`config.mk`:
```
export PLATFORM = sky130hd
export DESIGN_NAME = instr_decoder
export DESIGN_NICKNAME = d
export VERILOG_FILES = /design/src/rtl/instr_dec_pkg.sv /design/src/rtl/dec_word_fsm.sv /design/src/rtl/dec_legality.sv /design/src/rtl/dec_assemble.sv /design/src/rtl/instr_decoder.sv
export SDC_FILE = /design/constraint.sdc
export NUM_CORES = 1
export LEC_CHECK = 0
export CORE_UTILIZATION = 45
export DETAILED_ROUTE_END_ITERATION = 10
export DONT_BUFFER_PORTS = 1
export SYNTH_ARGS = -nofsm -noshare
export SYNTH_HDL_FRONTEND = slang
export SYNTH_SLANG_ARGS = --single-unit
```
`constraint.sdc`:
```
create_clock -name clk_i -period 1.7 [get_ports clk_i]
set_clock_uncertainty 0.1 [all_clocks]
set_input_delay 0.255 -clock clk_i [delete_from_list [all_inputs] [get_ports clk_i]]
set_output_delay 0.255 -clock clk_i [all_outputs]
set_load 0.05 [all_outputs]
```
`src/rtl/instr_dec_pkg.sv`:
```
package instr_dec_pkg;
  localparam int WORD_W   = 16;
  localparam int OPC_W    = 6;
  localparam int MODE_W   = 2;
  localparam int REG_W    = 4;
  localparam int HI_W     = 8;
  localparam int ADDR_W   = HI_W + WORD_W;
  localparam int NMODES   = 1 << MODE_W;
  localparam logic [WORD_W-1:0] NOP_WORD = '1;
  localparam logic [OPC_W-1:0]  NOP_OPC  = '1;

  typedef enum logic [MODE_W-1:0] {
    MODE_IMM    = 2'd0,
    MODE_LOCAL  = 2'd1,
    MODE_GLOBAL = 2'd2,
    MODE_REG    = 2'd3
  } mode_e;

  typedef enum logic [1:0] {
    FMT_NOREG  = 2'd0,
    FMT_ONEREG = 2'd1,
    FMT_TWOREG = 2'd2,
    FMT_UNDEF  = 2'd3
  } fmt_e;

  typedef struct packed {
    logic [NMODES-1:0] modes_ok;
    fmt_e              fmt;
  } op_info_t;

  typedef struct packed {
    logic [OPC_W-1:0]  opcode;
    mode_e             mode;
    logic [REG_W-1:0]  rd;
    logic [REG_W-1:0]  rs;
    logic [WORD_W-1:0] imm;
    logic [ADDR_W-1:0] addr;
    logic              illegal;
  } dec_rec_t;

  function automatic logic [1:0] ext_count(input logic [MODE_W-1:0] m);
    case (m)
      MODE_IMM, MODE_LOCAL: ext_count = 2'd1;
      MODE_GLOBAL:          ext_count = 2'd2;
      default:              ext_count = 2'd0;
    endcase
  endfunction

  // mode mask bit n = mode n allowed
  function automatic op_info_t op_lookup(input logic [OPC_W-1:0] op);
    op_info_t r;
    r = '{modes_ok: '0, fmt: FMT_UNDEF};
    case (op)
      6'h02, 6'h04:
        r = '{modes_ok: 4'b1111, fmt: FMT_ONEREG};
      6'h08:
        r = '{modes_ok: 4'b1000, fmt: FMT_TWOREG};
      6'h11, 6'h13, 6'h15, 6'h16, 6'h17:
        r = '{modes_ok: 4'b1001, fmt: FMT_TWOREG};
      6'h12, 6'h14, 6'h18, 6'h19, 6'h1A, 6'h1B, 6'h1C, 6'h1D,
      6'h34, 6'h35, 6'h36, 6'h37, 6'h38, 6'h39:
        r = '{modes_ok: 4'b1000, fmt: FMT_ONEREG};
      6'h20, 6'h21, 6'h22, 6'h23, 6'h24, 6'h25:
        r = '{modes_ok: 4'b1110, fmt: FMT_ONEREG};
      6'h26, 6'h27, 6'h28, 6'h29:
        r = '{modes_ok: 4'b1110, fmt: FMT_TWOREG};
      6'h30:
        r = '{modes_ok: 4'b1110, fmt: FMT_NOREG};
      6'h31:
        r = '{modes_ok: 4'b0110, fmt: FMT_NOREG};
      6'h32, 6'h33:
        r = '{modes_ok: 4'b1000, fmt: FMT_NOREG};
      default: ;
    endcase
    return r;
  endfunction
endpackage

```
`src/rtl/dec_word_fsm.sv`:
```
module dec_word_fsm
  import instr_dec_pkg::*;
(
  input  logic              clk_i,
  input  logic              rst_ni,
  input  logic              word_valid_i,
  output logic              word_ready_o,
  input  logic [WORD_W-1:0] word_i,
  input  logic [HI_W-1:0]   pc_hi_i,
  output logic              rec_valid_o,
  input  logic              rec_ready_i,
  output logic [WORD_W-1:0] w0_o,
  output logic [WORD_W-1:0] e1_o,
  output logic [WORD_W-1:0] e2_o,
  output logic [HI_W-1:0]   pc_hi_o
);
  typedef enum logic [1:0] {S_OPC, S_EXT1, S_EXT2, S_HOLD} state_e;

  state_e            state_q, state_d;
  logic [WORD_W-1:0] w0_q, e1_q, e2_q;
  logic [HI_W-1:0]   pc_q;
  logic              take;
  logic [1:0]        n_ext;

  assign word_ready_o = (state_q != S_HOLD);
  assign rec_valid_o  = (state_q == S_HOLD);
  assign take         = word_valid_i && word_ready_o;
  assign n_ext        = ext_count(word_i[WORD_W-OPC_W-1 -: MODE_W]);

  always_comb begin
    state_d = state_q;
    case (state_q)
      S_OPC:  if (take) state_d = (n_ext == 2'd0) ? S_HOLD : S_EXT1;
      S_EXT1: if (take) state_d = (ext_count(w0_q[WORD_W-OPC_W-1 -: MODE_W]) == 2'd2) ? S_EXT2 : S_HOLD;
      S_EXT2: if (take) state_d = S_HOLD;
      S_HOLD: if (rec_ready_i) state_d = S_OPC;
      default: state_d = S_OPC;
    endcase
  end

  always_ff @(posedge clk_i or negedge rst_ni) begin
    if (!rst_ni) begin
      state_q <= S_OPC;
      w0_q    <= '0;
      e1_q    <= '0;
      e2_q    <= '0;
      pc_q    <= '0;
    end else begin
      state_q <= state_d;
      if (take) begin
        case (state_q)
          S_OPC: begin
            w0_q <= word_i;
            pc_q <= pc_hi_i;
          end
          S_EXT1:  e1_q <= word_i;
          S_EXT2:  e2_q <= word_i;
          default: ;
        endcase
      end
    end
  end

  assign w0_o    = w0_q;
  assign e1_o    = e1_q;
  assign e2_o    = e2_q;
  assign pc_hi_o = pc_q;
endmodule

```
`src/rtl/dec_legality.sv`:
```
module dec_legality
  import instr_dec_pkg::*;
(
  input  logic [WORD_W-1:0] w0_i,
  input  logic [HI_W-1:0]   e1_hi_i,
  output logic              illegal_o
);
  logic [OPC_W-1:0]  op;
  logic [MODE_W-1:0] md;
  op_info_t          info;

  assign op   = w0_i[WORD_W-1 -: OPC_W];
  assign md   = w0_i[WORD_W-OPC_W-1 -: MODE_W];
  assign info = op_lookup(op);

  always_comb begin
    illegal_o = 1'b0;
    if (op == NOP_OPC) begin
      illegal_o = (w0_i != NOP_WORD);
    end else begin
      if (info.fmt == FMT_UNDEF)                            illegal_o = 1'b1;
      if (!info.modes_ok[md])                               illegal_o = 1'b1;
      if (info.fmt == FMT_ONEREG && w0_i[REG_W-1:0] != '0)  illegal_o = 1'b1;
      if (info.fmt == FMT_NOREG && w0_i[2*REG_W-1:0] != '0) illegal_o = 1'b1;
      if (md == MODE_GLOBAL && e1_hi_i != '0)               illegal_o = 1'b1;
    end
  end
endmodule

```
`src/rtl/dec_assemble.sv`:
```
module dec_assemble
  import instr_dec_pkg::*;
(
  input  logic [WORD_W-1:0] w0_i,
  input  logic [WORD_W-1:0] e1_i,
  input  logic [WORD_W-1:0] e2_i,
  input  logic [HI_W-1:0]   pc_hi_i,
  input  logic              illegal_i,
  output dec_rec_t          rec_o
);
  mode_e md;
  assign md = mode_e'(w0_i[WORD_W-OPC_W-1 -: MODE_W]);

  always_comb begin
    rec_o.opcode  = w0_i[WORD_W-1 -: OPC_W];
    rec_o.mode    = md;
    rec_o.rd      = w0_i[2*REG_W-1 -: REG_W];
    rec_o.rs      = w0_i[REG_W-1:0];
    rec_o.illegal = illegal_i;
    rec_o.imm     = '0;
    rec_o.addr    = '0;
    case (md)
      MODE_IMM:    rec_o.imm  = e1_i;
      MODE_LOCAL:  rec_o.addr = {pc_hi_i, e1_i};
      MODE_GLOBAL: rec_o.addr = {e1_i[HI_W-1:0], e2_i};
      default: ;
    endcase
  end
endmodule

```
`src/rtl/instr_decoder.sv`:
```
module instr_decoder
  import instr_dec_pkg::*;
(
  input  logic              clk_i,
  input  logic              rst_ni,
  input  logic              word_valid_i,
  output logic              word_ready_o,
  input  logic [WORD_W-1:0] word_i,
  input  logic [HI_W-1:0]   pc_hi_i,
  output logic              dec_valid_o,
  input  logic              dec_ready_i,
  output logic [OPC_W-1:0]  dec_opcode_o,
  output logic [MODE_W-1:0] dec_mode_o,
  output logic [REG_W-1:0]  dec_rd_o,
  output logic [REG_W-1:0]  dec_rs_o,
  output logic [WORD_W-1:0] dec_imm_o,
  output logic [ADDR_W-1:0] dec_addr_o,
  output logic              dec_illegal_o
);
  logic [WORD_W-1:0] w0, e1, e2;
  logic [HI_W-1:0]   pc_hi;
  logic              illegal;
  dec_rec_t          rec;

  dec_word_fsm u_fsm (
    .clk_i        (clk_i),
    .rst_ni       (rst_ni),
    .word_valid_i (word_valid_i),
    .word_ready_o (word_ready_o),
    .word_i       (word_i),
    .pc_hi_i      (pc_hi_i),
    .rec_valid_o  (dec_valid_o),
    .rec_ready_i  (dec_ready_i),
    .w0_o         (w0),
    .e1_o         (e1),
    .e2_o         (e2),
    .pc_hi_o      (pc_hi)
  );

  dec_legality u_legal (
    .w0_i      (w0),
    .e1_hi_i   (e1[WORD_W-1 -: HI_W]),
    .illegal_o (illegal)
  );

  dec_assemble u_asm (
    .w0_i      (w0),
    .e1_i      (e1),
    .e2_i      (e2),
    .pc_hi_i   (pc_hi),
    .illegal_i (illegal),
    .rec_o     (rec)
  );

  assign dec_opcode_o  = rec.opcode;
  assign dec_mode_o    = rec.mode;
  assign dec_rd_o      = rec.rd;
  assign dec_rs_o      = rec.rs;
  assign dec_imm_o     = rec.imm;
  assign dec_addr_o    = rec.addr;
  assign dec_illegal_o = rec.illegal;
endmodule

```
# Word-level counts from Yosys, hierarchy flattened
# Index checks and enable logic that the tools add are counted.
[totals] regBits=58 input_bits=28 word_cells=105
[classes] order_cmp=1 n_eq_ne=53 mux=22 n_reduce_logical=24
[op_table] op="equality test 6 bit (second input constant)" count=21
[op_table] op="equality test 6 x 5 -> 1 bit (second input constant)" count=13
[op_table] op="case mux 6 bit (9 select lines)" count=1
[op_table] op="case mux 24 bit (2 select lines)" count=1
[op_table] op="two-way mux 16 bit" count=1
[op_table] op="!= test 16 bit (second input constant)" count=1
[op_table] op="nonzero test 8 bit" count=2
[op_table] op="two-way mux 2 bit" count=7
[op_table] op="OR reduction 14 bit" count=1
[op_table] op="equality test 2 bit (second input constant)" count=6
[op_table] op="zero test 2 bit" count=5
[op_table] op="equality test 2 x 1 -> 1 bit (second input constant)" count=4
[op_table] op="two-way mux 1 bit" count=8
[op_table] op="!= test 2 x 1 -> 1 bit (second input constant)" count=4
[op_table] op="case mux 2 bit (2 select lines)" count=2
[op_table] op="case mux 2 bit (4 select lines)" count=1
[op_table] op="OR reduction 2 bit" count=4
[op_table] op="equality test 6 x 2 -> 1 bit (second input constant)" count=1
[op_table] op="equality test 6 x 3 -> 1 bit (second input constant)" count=1
[op_table] op="equality test 6 x 4 -> 1 bit (second input constant)" count=1
[op_table] op="AND reduction 2 bit" count=3
[op_table] op="OR reduction 6 bit" count=1
[op_table] op="OR reduction 5 bit" count=1
[op_table] op="logical AND 1 bit" count=4
[op_table] op="6 further kinds" count=6

# Depth between registers and ports, before layout
[depth] word_depth=10 mapped_depth=6 ltp_nobuf=6

# Hierarchy
# A second synthesis with hierarchy kept.
[unflattened] hier_cells=300 hier_area_um2=3518.4
[modules_own_cells] module="dec_word_fsm" n_inst=1 cells_per_inst=146 area_each_um2=2398.6
[modules_own_cells] module="dec_assemble" n_inst=1 cells_per_inst=93 area_each_um2=660.6
[modules_own_cells] module="dec_legality" n_inst=1 cells_per_inst=61 area_each_um2=459.2

# Worst setup path after synthesis
# OpenSTA, ideal clock, no wires.
[synth_path] path_type="reg-to-output" start="register u_fsm.w0_q[9] (netlist: u_fsm.w0_o[9])" end="output dec_illegal_o" t_arrival_ns=2.406 path_slack_ns=-1.061 stages_incl_launch_ff=6 path_buffers=2 cell_sequence="dfrtp_1 -> ha_1 -> clkbuf_1 -> clkbuf_1 -> a221oi_1 -> a21oi_1"
[synth_between] elab_chain_len=7 word_cells_on_any_way=10 cone_classes="eq/ne: 2; mux: 7; reduce/logical: 1"
[synth_rtl] element="start, declared" line_no="dec_word_fsm.sv:20" rtl="logic [WORD_W-1:0] w0_q, e1_q, e2_q;"
[synth_rtl] element="start signal, assigned" line_no="dec_word_fsm.sv:53" rtl="w0_q <= word_i;"
[synth_rtl] element="binary-select mux 1 bit (select 2 bit)" line_no="dec_legality.sv:22" rtl="if (!info.modes_ok[md]) illegal_o = 1'b1;"
[synth_rtl] element="two-way mux 1 bit (not written as such)" line_no="dec_legality.sv:22"
[synth_rtl] element="two-way mux 1 bit" line_no="dec_legality.sv:22"
[synth_rtl] element="two-way mux 1 bit" line_no="dec_legality.sv:23" rtl="if (info.fmt == FMT_ONEREG && w0_i[REG_W-1:0] != '0) illegal_o = 1'b1;"
[synth_rtl] element="two-way mux 1 bit" line_no="dec_legality.sv:24" rtl="if (info.fmt == FMT_NOREG && w0_i[2*REG_W-1:0] != '0) illegal_o = 1'b1;"
[synth_rtl] element="two-way mux 1 bit" line_no="dec_legality.sv:25" rtl="if (md == MODE_GLOBAL && e1_hi_i != '0) illegal_o = 1'b1;"
[synth_rtl] element="two-way mux 1 bit *" line_no="dec_legality.sv:18" rtl="if (op == NOP_OPC) begin"
[synth_rtl] element="end, declared" line_no="instr_decoder.sv:18" rtl="output logic dec_illegal_o"
# Every way passes the cells marked *; elsewhere a longest branch is shown, timed or not. The select of a mux whose other input is x is not followed.

# Worst setup path in the final report
[layout_path] start="register u_fsm.w0_q[12] (netlist: u_fsm.w0_o[12])" end="output dec_illegal_o"
[layout_between] elab_chain_len=10 word_cells_on_any_way=58 cone_classes="eq/ne: 40; mux: 9; reduce/logical: 9"
[layout_rtl] element="equality test 6 x 5 -> 1 bit (tied with other cells)" line_no="instr_dec_pkg.sv:53" rtl="case (op)"
[layout_rtl] element="OR reduction 14 bit (tied with other cells)" line_no="instr_dec_pkg.sv:53"
[layout_rtl] element="case mux 6 bit (9 select lines)" line_no="instr_dec_pkg.sv:53"
[layout_rtl] element="binary-select mux 1 bit (select 2 bit) or equality test 2 bit (tied branches)" line_no="dec_legality.sv:22, dec_legality.sv:21"
[layout_rtl] element="two-way mux 1 bit, on equally long branches" line_no="dec_legality.sv:22, dec_legality.sv:21"
[layout_rtl] element="two-way mux 1 bit" line_no="dec_legality.sv:22"
[layout_rtl] element="two-way mux 1 bit" line_no="dec_legality.sv:23"
[layout_rtl] element="two-way mux 1 bit" line_no="dec_legality.sv:24"
[layout_rtl] element="two-way mux 1 bit" line_no="dec_legality.sv:25"
[layout_rtl] element="two-way mux 1 bit *" line_no="dec_legality.sv:18"
# Marks and branches as above.

==> reports/qor.csv <==
metric,value,unit
Worst Path Required,1.34,ns
post-synthesis sequential area ratio,0.4727,
"Async S/R FF share, synth",1.000,
n_diodes,0,
vias per cell,5.684,
DRC viols,0,
xor and xnor area share after synthesis,0.008557,
layout cell share with drive strength beyond 1,0.6935,
"Cell Area, Placed",0.004621,mm2
Max Cap Viol,0,
via count,2626,
"Hold Vio Cnt, Final",0,
drt wl/cell,20.67,um
initial antenna violation count,0,
Die Span X,84.60,um
period utilisation layout,1.350,
fin worst setup slack,-0.5947,ns
Worst-path clk slew,0.06,ns
H-tree depth,3,
Worst slew margin,0.7686,
IO Pins,87,
full die area,0.007157,mm2
largest family of logic cells by synthesized area,multiplexers,
Total Neg Setup Slack,-18.67,ns
Layout area overhead,77.71,%
Synth Area in Compound Gates,0.1035,
layout filler cell count,328,
register bit total from synthesis,58,
initial core utilization,0.4754,
"Distinct cells, synth",37,
pre-CTS WS,-0.2477,ns
worst path arrival time,1.94,ns
Storage cell area,0.001466,mm2
latest clock arrival within the worst-skew pair,0.34,ns
hold crit path type,in -> reg,
final slew viol count,0,
number of enable flip-flop cells after synthesis,0,
Detailed Route WL,9550,um
clk root buf,clkbuf_8,
DR iter-0 viols,133,
vias in the first global route,2767,
number of routed nets with antenna violations,0,
WS Path Type,reg -> out,
WHS Path Cells,2,
Rows,29,
failing checks,negative setup slack,
Hold Crit Start,word_i[8],
Die Height,84.60,um
TritonCTS buffer count,9,
post-DP HPWL,5946,um
DR pass1 iterations,8,
pin count of the biggest net entering global routing,59,
Syn Inst Count,265,
"Core Util, Final",0.8448,
reg2reg end,u_fsm.w0_o[7],
Final Critical Period,2.295,ns
Hold Path End,u_fsm.state_q[1],
Final setup viols,41,
Worst R2R Setup Slack,0,ns
yosys warns,0,
TritonCTS clock tree,built,
Routability Congestion,0.8215,
mux contribution to synthesized area,0.2054,
Max Freq,0.4358,GHz
core box area,0.006459,mm2
top_reg_cell synth,dfrtp_1,
post-synthesis adder-cell area fraction,0.03260,
GRT Residual Overflow,0,
Max Fanout on Critical Path,9,
Critical Path Start Type,flip-flop,
first-pass GRT wire length,14970,um
Register-to-Register Path Depth,6,
Finished Cell Area,0.005456,mm2
post-synthesis simple-gate area fraction,0.1430,
GRT Resource Usage Total,0.2814,
RSZ-0062 raised after global routing,true,
Slew @ Worst Pin,0.3444,ns
worst r2r src,u_fsm.state_q[1],
Mapped Avg Cell Area,11.59,um2
Clock Tree Buf Depth,2,
synthesized cell area,0.003070,mm2
CP endpoint kind,output port,
area of the multi-input gates,0.002013,mm2
status,finished with violations,
Post-Synthesis Net Count,301,
CTS sink cnt,58,
port bufs,0,
final net count,416,
[area by class of cell]
| cell class | count | share of cell area |
|---|---|---|
| Clock inverter | 4 | 0.01789 |
| Timing Repair Buffer | 121 | 0.2926 |
| Inverter | 6 | 0.005733 |
| Sequential cell | 58 | 0.2687 |
| Multi-Input combinational cell | 184 | 0.3690 |
| Tap cell | 77 | 0.01766 |
| Clock buffer | 12 | 0.02843 |
[worst max path at each step]
stage,startpoint,endpoint,slack [ns],depth (start not counted)
after global placement,u_fsm.w0_o[7],dec_illegal_o,-0.24,6
after global routing,u_fsm.w0_o[7],dec_illegal_o,-0.67,6
after floorplan,u_fsm.w0_o[13],dec_illegal_o,-0.39,6
after detailed placement,u_fsm.w0_o[7],dec_illegal_o,-0.25,6
final,u_fsm.w0_o[12],dec_illegal_o,-0.59,7
after CTS,u_fsm.w0_o[7],dec_illegal_o,-0.61,6
[timing repair]
item | in CTS | in global routing
pin swaps | 5 | 8
endpoints found under the hold margin | 114 | 0
cloned | 1 | 2
resized for setup | 36 | 14
hold buffers | 26 | 0
setup endpoints to repair | 47 | 68
buffers inserted | 9 | 0
[logic make-up (layout without fill, tap and decap cells)]
| kind of cell | Yosys count | after routing |
|---|---|---|
| and+or+nand+nor | 74 | 74 |
| DFF | 58 | 58 |
| muxes | 56 | 56 |
| AOI/OAI and AO/OA | 43 | 43 |
| buffers and inverters | 23 | 143 |
| adders and majority gates | 8 | 8 |
| xor gates and xnor gates | 3 | 3 |
[Yosys cell counts, drive strengths merged (2+ instances only)]
cell type	number	area, um2
a21oi	5	25.02
a22oi	24	180.2
and2	16	100.1
buf	8	48.80
clkbuf	9	33.78
dfrtp	58	1451
ha	8	100.1
inv	6	22.52
mux2	56	630.6
nand2	8	30.03
nand2b	2	12.51
nand3	2	10.01
nor2	5	18.77
nor2b	28	175.2
nor3	4	20.02
nor4	5	37.53
o21ai	2	10.01
o22ai	2	12.51
o31ai	2	15.01
xnor2	2	17.52
[state kept, by name (all words and copies together) (netlist names)]
signal and count:
u_fsm.e1_o 16, u_fsm.e2_o 16, u_fsm.pc_hi_o 8, u_fsm.state_q 2, u_fsm.w0_o 16
[per-layer routing]
metal  share of wire  GRT usage
met1            0.40     0.3323
met2            0.54     0.4996
met3           0.053    0.07178
met4           0.011    0.09399
met5               0          0
[placed cells by master, fill, tap and decap left out, types with 2 or more instances in the layout]
| cell | count |
|---|---|
| mux2_2 | 56 |
| dfrtp_1 | 48 |
| buf_12 | 42 |
| buf_4 | 41 |
| nor2b_4 | 26 |
| dlygate4sd3_1 | 25 |
| a22oi_2 | 24 |
| and2_4 | 16 |
| clkbuf_8 | 11 |
| dfrtp_2 | 9 |
| buf_6 | 8 |
| ha_4 | 7 |
| nand2_1 | 5 |
| nor4_1 | 4 |
| nor2_1 | 4 |
| a21oi_1 | 4 |
| inv_2 | 3 |
| nor3_1 | 3 |
| bufinv_16 | 3 |
| clkinvlp_4 | 2 |
| nand2b_1 | 2 |
| xnor2_1 | 2 |
| nand3_1 | 2 |
| o21ai_0 | 2 |
| o22ai_2 | 2 |
| nor2b_1 | 2 |
| o31ai_1 | 2 |
| nand2_2 | 2 |
| clkbuf_16 | 2 |
| buf_8 | 2 |
[metrics by stage]
step	cells	hold slack (ns)
floorplan	265	-0.1406
global placement	409	-0.1392
detailed placement	409	-0.1393
CTS	461	0.04574
global route	462	0.07119
finish	462	0.06632
[critical path: stages, from the launching register on]
cell and delay [ns]:
dfrtp_2 0.43, buf_12 0.15, nor2_2 0.09, o21bai_1 0.07
a32o_2 0.24, a211o_1 0.32, a21oi_4 0.16, buf_12 0.15
Power is not shown: default switching activity piles up to over one toggle a cycle in this logic, so the estimate is an artifact.
